**src/rtl/dclk_pkg.sv**
```systemverilog
package dclk_pkg;
  // log2 of the smallest ratio on each output
  localparam int A_BASE = 0;
  localparam int B_BASE = 1;

  // number of counter bits needed to serve the largest ratio on either output
  function automatic int taps_needed(int sel_w, int base_a, int base_b);
    int hi;
    hi = (base_a > base_b) ? base_a : base_b;
    return (1 << sel_w) - 1 + hi;
  endfunction
endpackage

```
**src/rtl/dclk_gate.sv**
```systemverilog
module dclk_gate (
  input  logic clk,
  input  logic rst_n,
  input  logic freeze,
  output logic run,
  output logic div1
);
  // falling-edge sample keeps the gated clock free of runt pulses
  always_ff @(negedge clk or negedge rst_n) begin
    if (!rst_n) run <= 1'b0;
    else        run <= ~freeze;
  end

  assign div1 = clk & run;
endmodule

```
**src/rtl/dclk_counter.sv**
```systemverilog
module dclk_counter #(
  parameter int WIDTH = 4
) (
  input  logic             clk,
  input  logic             rst_n,
  input  logic             adv,
  output logic [WIDTH-1:0] cnt,
  output logic             at_zero
);
  // down-counter: from zero, the first step sets every tap high together
  always_ff @(posedge clk or negedge rst_n) begin
    if (!rst_n)   cnt <= '0;
    else if (adv) cnt <= cnt - WIDTH'(1);
  end

  assign at_zero = (cnt == '0);
endmodule

```
**src/rtl/dclk_select.sv**
```systemverilog
module dclk_select #(
  parameter int SEL_W  = 2,
  parameter int TAPS   = 4,
  parameter int OFFSET = 0
) (
  input  logic            clk,
  input  logic            rst_n,
  input  logic            adv,
  input  logic            at_zero,
  input  logic [SEL_W-1:0] sel,
  input  logic            div1,
  input  logic [TAPS-1:0] taps,
  output logic            clk_out
);
  localparam int NSRC  = TAPS + 1;
  localparam int IDX_W = $clog2(NSRC);

  logic [SEL_W-1:0] sel_q;
  logic [NSRC-1:0]  src;
  logic [IDX_W-1:0] idx;

  // ratio is swapped only where all taps are low
  always_ff @(posedge clk or negedge rst_n) begin
    if (!rst_n)              sel_q <= '0;
    else if (adv && at_zero) sel_q <= sel;
  end

  assign src[0] = div1;
  generate
    for (genvar i = 1; i < NSRC; i++) begin : g_src
      assign src[i] = taps[i-1];
    end
  endgenerate

  assign idx     = IDX_W'(sel_q) + IDX_W'(OFFSET);
  assign clk_out = src[idx];


  sel_hold_chk: assert property (@(posedge clk) disable iff (!rst_n)
    !(adv && at_zero) |=> $stable(sel_q));
endmodule

```
**src/rtl/dual_clk_divider.sv**
```systemverilog
module dual_clk_divider #(
  parameter int SEL_W = 2
) (
  input  logic             clk_in,
  input  logic             rst_n,
  input  logic             freeze,
  input  logic [SEL_W-1:0] sel_a,
  input  logic [SEL_W-1:0] sel_b,
  output logic             out_a,
  output logic             out_b
);
  import dclk_pkg::*;

  localparam int CNT_W = taps_needed(SEL_W, A_BASE, B_BASE);

  logic             run;
  logic             div1;
  logic [CNT_W-1:0] cnt;
  logic             at_zero;

  dclk_gate u_gate (
    .clk(clk_in), .rst_n(rst_n), .freeze(freeze), .run(run), .div1(div1)
  );

  dclk_counter #(.WIDTH(CNT_W)) u_cnt (
    .clk(clk_in), .rst_n(rst_n), .adv(run), .cnt(cnt), .at_zero(at_zero)
  );

  dclk_select #(.SEL_W(SEL_W), .TAPS(CNT_W), .OFFSET(A_BASE)) u_sel_a (
    .clk(clk_in), .rst_n(rst_n), .adv(run), .at_zero(at_zero),
    .sel(sel_a), .div1(div1), .taps(cnt), .clk_out(out_a)
  );

  dclk_select #(.SEL_W(SEL_W), .TAPS(CNT_W), .OFFSET(B_BASE)) u_sel_b (
    .clk(clk_in), .rst_n(rst_n), .adv(run), .at_zero(at_zero),
    .sel(sel_b), .div1(div1), .taps(cnt), .clk_out(out_b)
  );


  hold_level_chk: assert property (@(posedge clk_in) disable iff (!rst_n)
    !run |=> $stable(out_b));


  wrap_align_chk: assert property (@(posedge clk_in) disable iff (!rst_n)
    (run && at_zero) |=> (out_b && cnt == '1));


  div1_quiet_chk: assert property (@(negedge clk_in) disable iff (!rst_n)
    (!run && sel_a == '0 && $stable(sel_a)) |-> !out_a);


  advance_chk: assert property (@(posedge clk_in) disable iff (!rst_n)
    (run && !at_zero) |=> (cnt != '1));
endmodule

```
**config.mk**
```make
export PLATFORM = sky130hd
export DESIGN_NAME = dual_clk_divider
export DESIGN_NICKNAME = d
export VERILOG_FILES = /design/src/rtl/dclk_pkg.sv /design/src/rtl/dclk_gate.sv /design/src/rtl/dclk_counter.sv /design/src/rtl/dclk_select.sv /design/src/rtl/dual_clk_divider.sv
export SDC_FILE = /design/constraint.sdc
export NUM_CORES = 1
export LEC_CHECK = 0
export BUFFER_PORTS_ARGS = -buffer_cell sky130_fd_sc_hd__buf_4
export CAP_MARGIN = 30
export CORE_AREA = 2 2 39 41
export CTS_CLUSTER_SIZE = 10
export DETAILED_ROUTE_END_ITERATION = 10
export DIE_AREA = 0 0 41 43
export GPL_ROUTABILITY_DRIVEN = 0
export GPL_TIMING_DRIVEN = 0
export PLACE_DENSITY = 0.63
export SYNTH_ARGS = -nofsm -noshare
export SYNTH_HDL_FRONTEND = slang
export SYNTH_SLANG_ARGS = --single-unit
export TNS_END_PERCENT = 1
```
**constraint.sdc**
```tcl
create_clock -name clk_in -period 4.1 [get_ports clk_in]
set_clock_uncertainty 0.1 [all_clocks]
set_input_delay 0.615 -clock clk_in [delete_from_list [all_inputs] [get_ports clk_in]]
set_output_delay 0.615 -clock clk_in [all_outputs]
set_load 0.005 [all_outputs]
```
==> impl_metrics.ini, run 1 <==
[sta]
finalHoldViolations = 0
relSlewSlack = 0.765
rsz0062_at_grt = true
tightestPinTransition_ns = 0.348
setup_ws_ns = -0.176
drv_slew = 0
setup_viol = 3
setup_tns_ns = -0.350

[global_routing]
grt_max_degree = 10
antenna_found_initial = 0
grt_pass1_vias = 411
grtUsageTotal = 0.158
grt_first_pass_wirelength_um = 1610
overflow = 0

[critical_path]
slowest_delay_ns = 0.46
arrival_ns = 3.56
cp-start-kind = register
rr_startpoint = u_gate.run
critPathMaxFanout = 3
crit_chain = and2_1 -> mux4_2 -> buf_6
required_ns = 3.38
crit_slowest_cell = mux4_2
path_class = register to output pin
crit_path_end_kind = output pin
startpoint = u_gate.run

[clock_tree]
cts_tree = built
worst_skew_pair.late_latency_ns = 0.39
clkTransAtPathRegs_ns = 0.06

[yosys]
yosysWarnings = 0
synthTopCellsByArea = dfrtp_1, mux2_4, ha_1
synthDistinctLibCells = 19
syn-num-nets = 49
avgSynthCellArea_um2 = 12.3
netlist_instances = 39
netlist.area_leader.share = 0.417
ys_ff_latch = 9
synth_top_area_cell = dfrtp_1
synth_area_um2 = 480
yosysSeqAreaShare = 0.469

[power_and_ir_drop]
powerDensity_nw_per_um2 = 831
power.total_w = 0.000540
peakVddDrop_v = 0.000321
power_leakage_nw = 0.315

[worst_hold_path]
holdCritPathClass = input pin to register
hp-start = sel_b[0]

[detailed_routing]
ant_nets = 0
route.vias.total = 366
drc = 0
avgRoutedWirePerCell_um = 13.0
drtPass1Iterations = 4
drt_iter0_drc = 5
wirelength_um = 977
vias_per_cell = 4.88

[layout]
layout-drive-gt1-share = 0.407
nNetsFinal = 69
n_antenna_cell = 0
syn_to_final_growth_pct = 35.2

[placed_design]
hpwl_um = 544
port_buffers = 8

[floorplan]
fp-row-count = 14
boundaryPins = 9
core_area_um2 = 1380
design.die.area_um2 = 1760
start_util = 0.347
die_h_um = 43
die_w_um = 41

[job]
timing.max_cap.violations = 0

[status]
status = finished with violations
violations = setup timing
-- state kept, by name (all words and copies together), names as in the netlist --
name and flops:
u_cnt.cnt 4, u_gate.run 1, u_sel_a.sel_q 2, u_sel_b.sel_q 2
-- placed cells by master, fill, tap and decap left out --
| master | count |
|---|---|
| clkbuf_4 | 7 |
| clkbuf_1 | 2 |
| and2_1 | 1 |
| a21oi_1 | 3 |
| dfrtn_1 | 1 |
| xnor2_1 | 1 |
| buf_6 | 1 |
| o21ai_0 | 1 |
| dfrtp_1 | 8 |
| nor4b_1 | 1 |
| xor2_1 | 2 |
| mux2i_1 | 1 |
| nand2_1 | 3 |
| nor2_1 | 1 |
| mux4_2 | 1 |
| a21oi_2 | 1 |
| inv_1 | 4 |
| nand2b_1 | 1 |
| buf_4 | 10 |
| ha_1 | 3 |
| o32a_1 | 1 |
| and4bb_4 | 1 |
| mux2_4 | 3 |
| dlygate4sd3_1 | 1 |
-- worst max-delay path, delay by kind of cell, from the launching register on --
family | cells | cell delay, ns
flops | 1 | 0.37
buf+inv | 1 | 0.13
mux | 1 | 0.46
simple gates | 1 | 0.15
-- kinds of logic (layout without fill, tap and decap cells) --
logic type,Yosys count,after routing,synth area share
buf+inv,5,25,0.0547
simple gates,8,8,0.109
fa+ha+maj,3,3,0.0781
mux,5,5,0.161
compound gates,6,6,0.0729
xor+xnor,3,3,0.0547
flops,9,9,0.469
-- cell type report --
class,instances,area (um^2)
flip-flops and latches,9,225
fillers,130,734
clock buffers,11,78.8
inverters,4,15.0
well taps,16,20.0
repair buffers,10,77.6
multi-input cells,25,233
-- cell usage after synthesis --
cell type,count
dfrtp_1,8
and4bb_4,1
o32a_1,1
dfrtn_1,1
nor4b_1,1
buf_6,1
nor2_1,1
xor2_1,2
a21oi_1,4
mux2i_1,1
nand2_1,3
mux4_2,1
and2_0,1
ha_1,3
inv_1,4
o21ai_0,1
nand2b_1,1
mux2_4,3
xnor2_1,1
-- power breakdown --
part           internal (W)  leakage [nW]  total (W)  switching, W
Sequential         0.000130         0.107   0.000171     0.0000406
Combinational     0.0000721         0.149   0.000131     0.0000590
Clock              0.000154        0.0595   0.000238     0.0000839
Total              0.000356         0.315   0.000540      0.000183
-- worst paths after layout --
| kind | depth (start not counted) | slack, ns | end |
|---|---|---|---|
| hold / removal | 3 | 0.34 | u_sel_b.sel_q[0] |
| setup / recovery | 3 | -0.18 | out_a |
| hold reg to reg | 1 | 0.39 | u_cnt.cnt[3] |
| setup reg to reg | 3 | 0.63 | u_sel_a.sel_q[0] |
| max in group asynchronous | 2 | 1.31 | u_gate.run |
| min in group asynchronous | 2 | 0.50 | u_cnt.cnt[1] |
-- metrics by stage --
step / util / instance area [um^2] / instances / worst slack (ns) / hold slack [ns]
final: 0.469 / 649 / 75 / -0.176 / 0.341
after global routing: 0.469 / 649 / 75 / -0.228 / 0.361
after CTS: 0.469 / 649 / 75 / -0.162 / 0.342
after detailed placement: 0.405 / 561 / 63 / 0.192 / 0.344
after global placement: 0.405 / 561 / 63 / 0.194 / 0.344
after floorplan: - / 480 / 39 / 0.325 / 0.219
-- per-layer routing --
| metal | track usage | vias up | part of all wire |
|---|---|---|---|
| met2 | 0.175 | 14 | 0.48 |
| met1 | 0.138 | 174 | 0.41 |
| met5 | 0 | - | 0 |
| li1 | - | 172 | - |
| met4 | 0.207 | 0 | 0.048 |
| met3 | 0.141 | 6 | 0.064 |
-- repair_timing --
action | CTS | global route
hold buffers | 1 | 0
buffers inserted | 3 | 0
endpoints found under the setup margin | 3 | 3
resized for setup | 2 | 1
pin swaps | 1 | 1
hold endpoints to repair | 8 | 0
(Power assumes the default switching activity.)
==> inputs of run 2 (changes only) <==
--- a/config.mk
+++ b/config.mk
@@ -12,8 +12,8 @@
 export DETAILED_ROUTE_END_ITERATION = 10
 export DIE_AREA = 0 0 41 43
 export GPL_ROUTABILITY_DRIVEN = 0
-export GPL_TIMING_DRIVEN = 0
 export PLACE_DENSITY = 0.63
+export SKIP_LAST_GASP = 1
 export SYNTH_ARGS = -nofsm -noshare
 export SYNTH_HDL_FRONTEND = slang
 export SYNTH_SLANG_ARGS = --single-unit
==> impl_metrics.ini, run 2 (synthesized netlist as in run 1, its figures left out) <==
[critical_path]
path_class = register to output pin
critPathMaxFanout = 4
arrival_ns = 3.55
crit_path_end_kind = output pin
cp-start-kind = register
required_ns = 3.38

[floorplan]
boundaryPins = 9
fp-row-count = 14
die_h_um = 43
die_w_um = 41
start_util = 0.347
core_area_um2 = 1380
design.die.area_um2 = 1760

[detailed_routing]
ant_nets = 0
avgRoutedWirePerCell_um = 12.5
vias_per_cell = 5.01
wirelength_um = 926
drc = 0
route.vias.total = 371
drt_iter0_drc = 9
drtPass1Iterations = 4

[power_and_ir_drop]
combPwrFrac = 0.249
pwr-share-clk = 0.423
power.total_w = 0.000526
p_int_w = 0.000348
seqPwrFrac = 0.328
power_leakage_nw = 0.309
peakVddDrop_v = 0.000300
switchingPower_w = 0.000178
netSwitchingFraction = 0.339
powerDensity_nw_per_um2 = 829

[global_routing]
grt_first_pass_wirelength_um = 1630
grt_pass1_vias = 418
overflow = 0
antenna_found_initial = 0
grtUsageTotal = 0.161
grt_max_degree = 10

[layout]
reg.largest.list = u_cnt.cnt x4, u_sel_a.sel_q x2, u_sel_b.sel_q x2
nNetsFinal = 68
largest_reg_flops = 4
top_register = u_cnt.cnt
n_antenna_cell = 0
layout-drive-gt1-share = 0.379
final_cells = 74
syn_to_final_growth_pct = 32.0
layout_common_cells = buf_4, dfrtp_1, clkbuf_4
nFillCells = 121
final_common_cell = buf_4

[sta]
drv_slew = 0
finalHoldViolations = 0
whs_ns = 0.346
setup_viol = 3
setup_ws_ns = -0.168
rsz0062_at_grt = true
relSlewSlack = 0.720
tightestPinTransition_ns = 0.415

[status]
violations = setup timing
status = finished with violations

[clock_tree]
clkTransAtPathRegs_ns = 0.06
cts_resized = 0
worst_skew_pair.late_latency_ns = 0.39
cts_tree = built

[placed_design]
dp.cells = 62
port_buffers = 8
hpwl_um = 570

[job]
timing.max_cap.violations = 0

[worst_hold_path]
holdCritPathClass = input pin to register
-- run 2: cell count changes in the layout (fill, tap and decap cells not counted) --
cell     change
and2_0       +1
a21oi_2      -1
a21oi_1      +1
buf_6        -1
and2_1       -1
-- run 2: metrics by stage --
stage / util / TNS (ns) / area [um^2] / setup WS [ns]
finish: 0.458 / -0.225 / 634 / -0.168
global route: 0.458 / -0.364 / 634 / -0.210
CTS: 0.458 / -0.261 / 634 / -0.178
global placement: 0.397 / 0 / 549 / 0.214
floorplan: - / 0 / 480 / 0.325
detailed placement: 0.397 / 0 / 549 / 0.202
-- run 2: layer usage --
layer / global-route usage / vias to the layer above / routed length, um
met5: 0 / - / 0
met2: 0.169 / 10 / 479
met1: 0.158 / 186 / 387
met4: 0.233 / 0 / 24
li1: - / 171 / -
met3: 0.115 / 4 / 34
-- run 2: worst max-delay path, cell delays in order, from the launching register on --
cell	delay, ns
dfrtn_1	0.37
and2_0	0.14
mux4_2	0.46
buf_4	0.15
-- run 2: cell type report --
class,instances,area [um^2],share of cell area
tap,16,20.0,0.0316
clock buffer,11,75.1,0.118
multi-input combinational,25,229,0.361
timing repair buffer,9,70.1,0.110
inverter,4,15.0,0.0237
sequential,9,225,0.355
-- run 2: repair_timing --
action / in CTS / in global routing
pin swaps: 0 / 0
setup buffers: 2 / 0
hold buffers: 1 / 0
gates cloned: 0 / 0
endpoints found under the hold margin: 8 / 0
setup endpoints to repair: 3 / 3
-- run 2: worst paths after layout --
kind / startpoint / end / slack [ns] / cells after the start
min: sel_b[0] / u_sel_b.sel_q[0] / 0.35 / 3
max reg2reg: u_gate.run / u_sel_b.sel_q[1] / 0.65 / 3
min reg2reg: u_cnt.cnt[3] / u_cnt.cnt[3] / 0.40 / 1
max in group asynchronous: rst_n / u_gate.run / 1.31 / 2
min in group asynchronous: rst_n / u_cnt.cnt[1] / 0.50 / 2
max: u_gate.run / out_a / -0.17 / 3
-- run 2: power groups by stage --
stage / combinational [W] / sequential [W] / clock (W)
3_3_place_gp: 0.000121 / 0.000172 / 0.0000798
5_1_grt: 0.000147 / 0.000178 / 0.000244
2_1_floorplan: 0.000106 / 0.000160 / 0.0000483
4_1_cts: 0.000133 / 0.000172 / 0.000228
6_report: 0.000131 / 0.000172 / 0.000222
3_5_place_dp: 0.000127 / 0.000172 / 0.0000798
